<file path="src/rtl/can_irq_pkg.sv">
package can_irq_pkg;
  localparam int MB_COUNT = 16;
  localparam int FS_COUNT = 4;
  localparam int FE_COUNT = 5;
  localparam int ST_LO    = MB_COUNT;
  localparam int FE_LO    = 24;
  localparam int STAT_W   = FE_LO + FE_COUNT;
  localparam int GAP_W    = FE_LO - ST_LO - FS_COUNT;
  localparam int CNT_W    = 8;
  localparam int REG_W    = 32;
  localparam int SEL_W    = 3;

  typedef enum logic [SEL_W-1:0] {
    SEL_SETMASK = 3'd0,
    SEL_CLRMASK = 3'd1,
    SEL_MASK    = 3'd2,
    SEL_STATUS  = 3'd3,
    SEL_ERRCNT  = 3'd4
  } reg_sel_e;

  typedef enum logic [1:0] {
    FS_ACTIVE  = 2'd0,
    FS_WARNING = 2'd1,
    FS_PASSIVE = 2'd2,
    FS_BUSOFF  = 2'd3
  } fault_state_e;
endpackage

</file>
<file path="src/rtl/irq_mask_reg.sv">
module irq_mask_reg
  import can_irq_pkg::*;
(
  input  logic              clk,
  input  logic              rst_n,
  input  logic              set_stb,
  input  logic              clr_stb,
  input  logic [STAT_W-1:0] bits,
  output logic [STAT_W-1:0] mask_q
);
  logic [STAT_W-1:0] set_v, clr_v;

  always_comb begin
    set_v = set_stb ? bits : '0;
    clr_v = clr_stb ? bits : '0;
  end

  always_ff @(posedge clk or negedge rst_n) begin
    if (!rst_n) mask_q <= '0;
    else        mask_q <= (mask_q | set_v) & ~clr_v;
  end

  AST_MASK_SET: assert property (@(posedge clk) disable iff (!rst_n)
    (set_stb && !clr_stb) |=> ((mask_q & $past(bits)) == $past(bits)));
  AST_MASK_CLR: assert property (@(posedge clk) disable iff (!rst_n)
    clr_stb |=> ((mask_q & $past(bits)) == '0));
  AST_MASK_HOLD: assert property (@(posedge clk) disable iff (!rst_n)
    (!set_stb && !clr_stb) |=> $stable(mask_q));
endmodule

</file>
<file path="src/rtl/event_status_reg.sv">
module event_status_reg
  import can_irq_pkg::*;
(
  input  logic                clk,
  input  logic                rst_n,
  input  logic [MB_COUNT-1:0] mb_flags,
  input  logic [FE_COUNT-1:0] frame_err,
  input  logic                rd_clear,
  output logic [MB_COUNT-1:0] mb_q,
  output logic [FE_COUNT-1:0] fe_q
);
  logic [FE_COUNT-1:0] fe_d;

  always_comb begin
    fe_d = (rd_clear ? '0 : fe_q) | frame_err;
  end

  always_ff @(posedge clk or negedge rst_n) begin
    if (!rst_n) begin
      mb_q <= '0;
      fe_q <= '0;
    end else begin
      mb_q <= mb_flags;
      fe_q <= fe_d;
    end
  end

  AST_FE_NOT_LOST: assert property (@(posedge clk) disable iff (!rst_n)
    1'b1 |=> ((fe_q & $past(frame_err)) == $past(frame_err)));
  AST_FE_STICKY: assert property (@(posedge clk) disable iff (!rst_n)
    !rd_clear |=> ((fe_q & $past(fe_q)) == $past(fe_q)));
  AST_FE_CLEARED: assert property (@(posedge clk) disable iff (!rst_n)
    (rd_clear && frame_err == '0) |=> (fe_q == '0));
endmodule

</file>
<file path="src/rtl/fault_state_decoder.sv">
module fault_state_decoder
  import can_irq_pkg::*;
#(
  parameter int WARN_LIMIT    = 96,
  parameter int PASSIVE_LIMIT = 128
) (
  input  logic                clk,
  input  logic                rst_n,
  input  logic [CNT_W-1:0]    tec,
  input  logic [CNT_W-1:0]    rec,
  input  logic                bus_off,
  output logic [FS_COUNT-1:0] state_bits,
  output logic [CNT_W-1:0]    tec_q,
  output logic [CNT_W-1:0]    rec_q
);
  localparam logic [CNT_W-1:0] WARN_L = WARN_LIMIT[CNT_W-1:0];
  localparam logic [CNT_W-1:0] PASS_L = PASSIVE_LIMIT[CNT_W-1:0];

  fault_state_e state_d, state_q;

  always_comb begin
    if (bus_off)                              state_d = FS_BUSOFF;
    else if (tec >= PASS_L || rec >= PASS_L)  state_d = FS_PASSIVE;
    else if (tec >= WARN_L || rec >= WARN_L)  state_d = FS_WARNING;
    else                                      state_d = FS_ACTIVE;
  end

  always_ff @(posedge clk or negedge rst_n) begin
    if (!rst_n) begin
      state_q <= FS_ACTIVE;
      tec_q   <= '0;
      rec_q   <= '0;
    end else begin
      state_q <= state_d;
      tec_q   <= tec;
      rec_q   <= rec;
    end
  end

  for (genvar g = 0; g < FS_COUNT; g++) begin : g_onehot
    assign state_bits[g] = (state_q == fault_state_e'(g));
  end

  AST_BUSOFF_WINS: assert property (@(posedge clk) disable iff (!rst_n)
    bus_off |=> (state_q == FS_BUSOFF));
  AST_QUIET_ACTIVE: assert property (@(posedge clk) disable iff (!rst_n)
    (!bus_off && tec < WARN_L && rec < WARN_L) |=> (state_q == FS_ACTIVE));
  AST_PASSIVE_SEEN: assert property (@(posedge clk) disable iff (!rst_n)
    (!bus_off && (tec >= PASS_L || rec >= PASS_L)) |=> (state_q == FS_PASSIVE));
endmodule

</file>
<file path="src/rtl/can_event_irq_unit.sv">
module can_event_irq_unit
  import can_irq_pkg::*;
#(
  parameter int WARN_LIMIT    = 96,
  parameter int PASSIVE_LIMIT = 128
) (
  input  logic                clk,
  input  logic                rst_n,
  input  logic [15:0]         mb_flags,
  input  logic [4:0]          frame_err,
  input  logic [7:0]          tx_err_cnt,
  input  logic [7:0]          rx_err_cnt,
  input  logic                bus_off,
  input  logic                wr_en,
  input  logic [2:0]          wr_sel,
  input  logic [31:0]         wr_data,
  input  logic                rd_en,
  input  logic [2:0]          rd_sel,
  output logic [31:0]         rd_data,
  output logic                irq
);
  logic [STAT_W-1:0]   mask_q;
  logic [STAT_W-1:0]   status;
  logic [MB_COUNT-1:0] mb_q;
  logic [FE_COUNT-1:0] fe_q;
  logic [FS_COUNT-1:0] state_bits;
  logic [CNT_W-1:0]    tec_q, rec_q;
  logic                set_stb, clr_stb, rd_clear;
  logic [REG_W-STAT_W-1:0] unused_wr_hi;

  assign unused_wr_hi = wr_data[REG_W-1:STAT_W];
  assign set_stb  = wr_en && (reg_sel_e'(wr_sel) == SEL_SETMASK);
  assign clr_stb  = wr_en && (reg_sel_e'(wr_sel) == SEL_CLRMASK);
  assign rd_clear = rd_en && (reg_sel_e'(rd_sel) == SEL_STATUS);

  irq_mask_reg u_mask (
    .clk     (clk),
    .rst_n   (rst_n),
    .set_stb (set_stb),
    .clr_stb (clr_stb),
    .bits    (wr_data[STAT_W-1:0]),
    .mask_q  (mask_q)
  );

  event_status_reg u_events (
    .clk       (clk),
    .rst_n     (rst_n),
    .mb_flags  (mb_flags),
    .frame_err (frame_err),
    .rd_clear  (rd_clear),
    .mb_q      (mb_q),
    .fe_q      (fe_q)
  );

  fault_state_decoder #(
    .WARN_LIMIT    (WARN_LIMIT),
    .PASSIVE_LIMIT (PASSIVE_LIMIT)
  ) u_fault (
    .clk        (clk),
    .rst_n      (rst_n),
    .tec        (tx_err_cnt),
    .rec        (rx_err_cnt),
    .bus_off    (bus_off),
    .state_bits (state_bits),
    .tec_q      (tec_q),
    .rec_q      (rec_q)
  );

  assign status = {fe_q, {GAP_W{1'b0}}, state_bits, mb_q};
  assign irq    = |(status & mask_q);

  always_comb begin
    case (reg_sel_e'(rd_sel))
      SEL_MASK:   rd_data = {{(REG_W-STAT_W){1'b0}}, mask_q};
      SEL_STATUS: rd_data = {{(REG_W-STAT_W){1'b0}}, status};
      SEL_ERRCNT: rd_data = {8'h00, tec_q, 8'h00, rec_q};
      default:    rd_data = '0;
    endcase
  end

  AST_STATE_ONEHOT: assert property (@(posedge clk) disable iff (!rst_n)
    1'b1 |=> ($countones(state_bits) == 1));
  AST_NO_MASK_NO_IRQ: assert property (@(posedge clk) disable iff (!rst_n)
    (clr_stb && wr_data[STAT_W-1:0] == {STAT_W{1'b1}}) |=> !irq);
endmodule

</file>
<file path="config.mk">
export PLATFORM = sky130hd
export DESIGN_NAME = can_event_irq_unit
export DESIGN_NICKNAME = d
export VERILOG_FILES = /design/src/rtl/can_irq_pkg.sv /design/src/rtl/irq_mask_reg.sv /design/src/rtl/event_status_reg.sv /design/src/rtl/fault_state_decoder.sv /design/src/rtl/can_event_irq_unit.sv
export SDC_FILE = /design/constraint.sdc
export NUM_CORES = 1
export LEC_CHECK = 0
export ABC_AREA = 1
export BUFFER_PORTS_ARGS = -buffer_cell sky130_fd_sc_hd__buf_2
export CAP_MARGIN = 20
export CORE_MARGIN = 8
export CORE_UTILIZATION = 49
export DETAILED_ROUTE_END_ITERATION = 8
export PLACE_DENSITY_LB_ADDON = 0.12
export SLEW_MARGIN = 20
export SYNTH_ARGS = -nofsm -noshare
export SYNTH_HDL_FRONTEND = slang
export SYNTH_SLANG_ARGS = --single-unit
export TNS_END_PERCENT = 50
</file>
<file path="constraint.sdc">
create_clock -name clk -period 1.1 [get_ports clk]
set_input_delay 0.165 -clock clk [delete_from_list [all_inputs] [get_ports clk]]
set_output_delay 0.165 -clock clk [all_outputs]
set_load 0.02 [all_outputs]
</file>
-- After elaboration in Yosys (flattened, before gate mapping)
Cells that the tools add are included.
- $lt $le $gt $ge: 4
- eq/ne operators: 7
- mux-type cells: 7
- bitwise operators: 5
- reductions and logical operators: 8
- operator list (operator ; count):
    one-hot mux 29 bit (3 select lines) ; 1
    AND 29 bit ; 2
    two-way mux 29 bit ; 2
    inverter 29 bit ; 1
    OR 29 bit ; 1
    OR reduction 29 bit ; 1
    >= comparator 8 x 7 -> 1 bit (second input constant) ; 2
    >= comparator 8 bit (second input constant) ; 2
    == test 3 x 2 -> 1 bit (second input constant) ; 2
    two-way mux 5 bit ; 1
    OR 5 bit ; 1
    == test 2 bit (second input constant) ; 2
    two-way mux 2 bit ; 2
    == test 3 x 1 -> 1 bit (second input constant) ; 1
    == test 3 bit (second input constant) ; 1
    logical AND 1 bit ; 3
    zero test 3 bit ; 1
    == test 2 x 1 -> 1 bit (second input constant) ; 1
    zero test 2 bit ; 1
    logical OR 1 bit ; 2
    two-way mux 1 bit ; 1
- register bits: 68
- bits of input ports: 80
- output and inout port bits: 33
- word-level logic and storage cells: 37

-- Logic depth before layout (Yosys ltp)
- depth in word-level cells: 5
- depth in mapped cells: 7

-- By module
A second synthesis with hierarchy kept.
- cell total of the unflattened synthesis: 448
- area total of the unflattened synthesis: 3234.4 um2
- by module, submodules not included (module ; times used ; cells an instance ; area an instance (um2)):
    irq_mask_reg ; 1 ; 209 ; 1422.6
    can_event_irq_unit ; 1 ; 169 ; 716.9
    event_status_reg ; 1 ; 37 ; 585.6
    fault_state_decoder ; 1 ; 33 ; 509.2

-- Least setup slack after synthesis
OpenSTA, ideal clock, no wires.
- path kind: input port to output port
- start point: input port rd_sel[2]
- end point: output port rd_data[24]
- data arrival time: 0.930 ns
- data required time: 0.935 ns
- setup slack: 0.005 ns
- stages on the path: 3
- buffers on the path: 0
- cell sequence: inv_1 -> nand3_2 -> o21ai_0
- word-level cells in the longest chain between the ends: 2
- elaborated cells between the ends (all ways): 4
- classes of those cells: eq/ne (3); mux (1)
- ends and longest elaborated chain (what ; line ; text):
    start, declared ; can_event_irq_unit.sv:18 ; input logic [2:0] rd_sel,
    == test 3 bit / == test 3 x 2 -> 1 bit (equally long branches) ; can_event_irq_unit.sv:73 ; case (reg_sel_e'(rd_sel))
    one-hot mux 29 bit (3 select lines) (*) ; can_event_irq_unit.sv:73 ;
    end, declared ; can_event_irq_unit.sv:19 ; output logic [31:0] rd_data,
Mark *: on every way between the ends. The rest lies on a longest branch, timed or not.

-- Final worst setup path
- start point: register u_events.mb_q[3]
- end point: output port irq
- word-level cells in the longest chain between the ends: 2
- ends and longest elaborated chain (what ; line ; text):
    start, declared ; event_status_reg.sv:9 ; output logic [MB_COUNT-1:0] mb_q,
    start signal, assigned ; event_status_reg.sv:23 ; mb_q <= mb_flags;
    AND 29 bit ; can_event_irq_unit.sv:70 ; assign irq = |(status & mask_q);
    OR reduction 29 bit ; can_event_irq_unit.sv:70 ;
    end, declared ; can_event_irq_unit.sv:20 ; output logic irq
No other way between the ends.

==> summary.md <==
| Metric | Value |
|---|---|
| Outcome | `complete, but fails checks` |
| Failing checks | `setup timing` |
| Fin worst setup slack | `-0.4463 ns` |
| Avg Cell Area, Syn | `8.651 um2` |
| CTS Sinks | `68` |
| Max-cap violations | `0` |
| Vias in the first global route | `3,112` |
| Worst Hold Class | `in -> reg` |
| Cells after Synth | `348` |
| CP Data Required Time | `0.94 ns` |
| Iteration count of the initial detailed-routing pass | `4` |
| Total Wirelength | `9203 um` |
| Post-synthesis sequential area ratio | `56.53%` |
| Layout area overhead | `59.23%` |
| Most common cell after layout, fill and taps aside | `nand2_1` |
| First-pass GRT wire length | `14,310 um` |
| DRT iter0 DRCs | `175` |
| Synth Register Bits | `68` |
| Distinct cells, synth | `18` |
| Worst-path maximum fanout | `2` |
| Largest net degree at the start of global routing | `69` |
| # setup viols final | `30` |
| Vias per inst | `4.915` |
| Site Rows | `28` |
| RSZ-0062 raised after global routing | `true` |
| Worst Setup Start Kind | `register` |
| Share of layout cells above drive strength 1 | `41.01%` |
| Dpl hpwl | `5605 um` |
| Crit Path Class | `reg -> out` |
| Total core area | `5921 um2` |
| Tcrit/Tclk final | `140.6%` |
| Post-route ant nets | `0` |
| Die W | `94.38 um` |
| Root buffer cell | `clkbuf_8` |
| Total power | `6.488 mW` |
| I/O pin total | `113` |
| Input/output buffers | `106` |
| Skew final | `0 ns` |
| Register clock-pin slew on the reported worst setup and hold paths | `0.07 ns` |
| Synth Flop Type | `dfrtp_1` |
| LEAKAGE | `2.636 nW` |
| Fmax | `646.7 MHz` |
| Mapped cell area | `3010 um2` |
| Grt total ovfl | `0` |
| CTS tree | `built` |
| Hold Slack | `0.02100 ns` |
| H-tree lvl count | `3` |
| Starting density of the core | `50.85%` |
| Total GRT Usage | `20.65%` |
| Max Buffers Root-to-Sink | `2` |
| Slew Viols, Final | `0` |
| Drt drc | `0` |
| Via count | `2,993` |
| Routability Congestion | `0.7689` |
| Die Ht | `94.38 um` |
| Nets@finish | `609` |
| Final-report hold violation count | `0` |
| Worst Path Arrival | `1.38 ns` |
| Post-layout min period | `1.546 ns` |
| Post-synth EDFFs | `0` |
| Worst skew pair latency | `0.33 ns` |
| Most frequent cells in the layout | `nand2_1 (95), buf_2 (82), dfrtp_1 (66), o21ai_0 (46), inv_1 (39)` |
| Fillcell total | `390` |
| Worst Setup End Kind | `output port` |
| Inserted Diodes | `0` |
| Pwr Density | `1354 nW/um2` |
| Yosys warns | `0` |
| Wire per inst | `15.11 um` |
| Die ar. | `8908 um2` |
| Initial antenna violation count | `0` |
| Peak supply drop | `0.001062 V` |
| Async SR Flop Fraction | `100.0%` |
| Num CTS Buffers | `9` |
where the power goes:
group          leakage (nW)  switching [mW]  total, mW  internal (mW)
clock network         0.103           0.883       2.01           1.13
logic                  1.73           0.739       1.54          0.805
registers             0.803           0.159       2.93           2.77
synth_stat cells (3+ instances only):
| cell type | n | area (um2) |
|---|---|---|
| nand2_1 | 116 | 435.4 |
| dfrtp_1 | 68 | 1702 |
| o21ai_0 | 51 | 255.2 |
| inv_1 | 42 | 157.7 |
| nand3_1 | 14 | 70.07 |
| o21ai_1 | 12 | 60.06 |
| nor2_1 | 11 | 41.29 |
| buf_6 | 9 | 101.4 |
| nand3_2 | 7 | 70.07 |
| o21bai_1 | 5 | 37.54 |
| buf_4 | 3 | 22.52 |
| inv_2 | 3 | 11.26 |
kinds of logic after synthesis:
group	after synthesis	synth area share, %
simple gates	150	21.20
compound gates	69	12.01
flops	68	56.53
buf+inv	60	10.14
other cells	1	0.1246
path summary, 6_finish.rpt:
| path | endpoint | slack [ns] | startpoint | depth (start not counted) |
|---|---|---|---|---|
| setup / recovery | irq | -0.45 | u_events.mb_q[3]$_DFF_PN0_ | 7 |
| hold / removal | u_events.fe_q[1]$_DFF_PN0_ | 0.02 | frame_err[1] | 2 |
| setup reg to reg | u_mask.mask_q[0]$_DFF_PN0_ | 0.12 | u_mask.mask_q[0]$_DFF_PN0_ | 4 |
| hold reg to reg | u_mask.mask_q[21]$_DFF_PN0_ | 0.52 | u_mask.mask_q[21]$_DFF_PN0_ | 2 |
| max in group asynchronous | u_fault.state_q[1]$_DFF_PN0_ | 0.42 | rst_n | 3 |
| min in group asynchronous | u_events.mb_q[6]$_DFF_PN0_ | 0.37 | rst_n | 3 |
layout make-up:
cell class / count / area [um2] / area share, %
flip-flops and latches: 68 / 1704 / 35.55
repair buffers: 183 / 1465 / 30.57
multi-input cells: 222 / 1159 / 24.17
clock buffers: 16 / 200.2 / 4.176
inverters: 45 / 171.4 / 3.576
well taps: 75 / 93.84 / 1.958
worst max-delay path, cell delays in order, from the launching register on:
cell     delay [ns]
dfrtp_1        0.40
nand2_1        0.08
nand2_2        0.06
nor2_2         0.10
nand2_1        0.08
nor2_1         0.11
nand2_1        0.08
buf_6          0.14
metal layers:
metal | up-vias | part of all wire, % | track usage [%] | wire length [um]
li1 | 1448 | - | - | -
met1 | 1426 | 39 | 23.13 | 3561
met2 | 103 | 53 | 36.38 | 4837
met3 | 16 | 6.9 | 5.397 | 634
met4 | 0 | 1.8 | 8.454 | 169
met5 | - | 0 | 0 | 0
through the flow:
| step | worst slack [ns] | cells | setup TNS, ns | cell area [um2] | util (%) |
|---|---|---|---|---|---|
| 6_report | -0.4463 | 609 | -4.989 | 4793 | 80.96 |
| 5_1_grt | -0.5274 | 609 | -6.493 | 4793 | 80.96 |
| 4_1_cts | -0.4467 | 602 | -5.449 | 4603 | 77.75 |
| 3_5_place_dp | -0.1509 | 552 | -3.219 | 3851 | 65.05 |
| 3_3_place_gp | -0.1312 | 552 | -2.793 | 3851 | 65.05 |
| 2_1_floorplan | 0.004898 | 350 | 0 | 3018 | - |
flip-flops by register name (all words and copies together) (netlist names):
signal,count
u_fault.state_q,2
u_mask.mask_q,29
u_events.fe_q,5
u_events.mb_q,16
u_fault.rec_q,8
u_fault.tec_q,8
timing repair:
| item | CTS | global route |
|---|---|---|
| endpoints found under the hold margin | 100 | 0 |
| setup endpoints to repair | 30 | 30 |
| setup buffers | 6 | 12 |
| hold buffers | 33 | 0 |
| pin swaps | 7 | 14 |
| resized for setup | 72 | 47 |
| cloned | 0 | 0 |
Note: power is estimated with default switching activity, not from simulation.
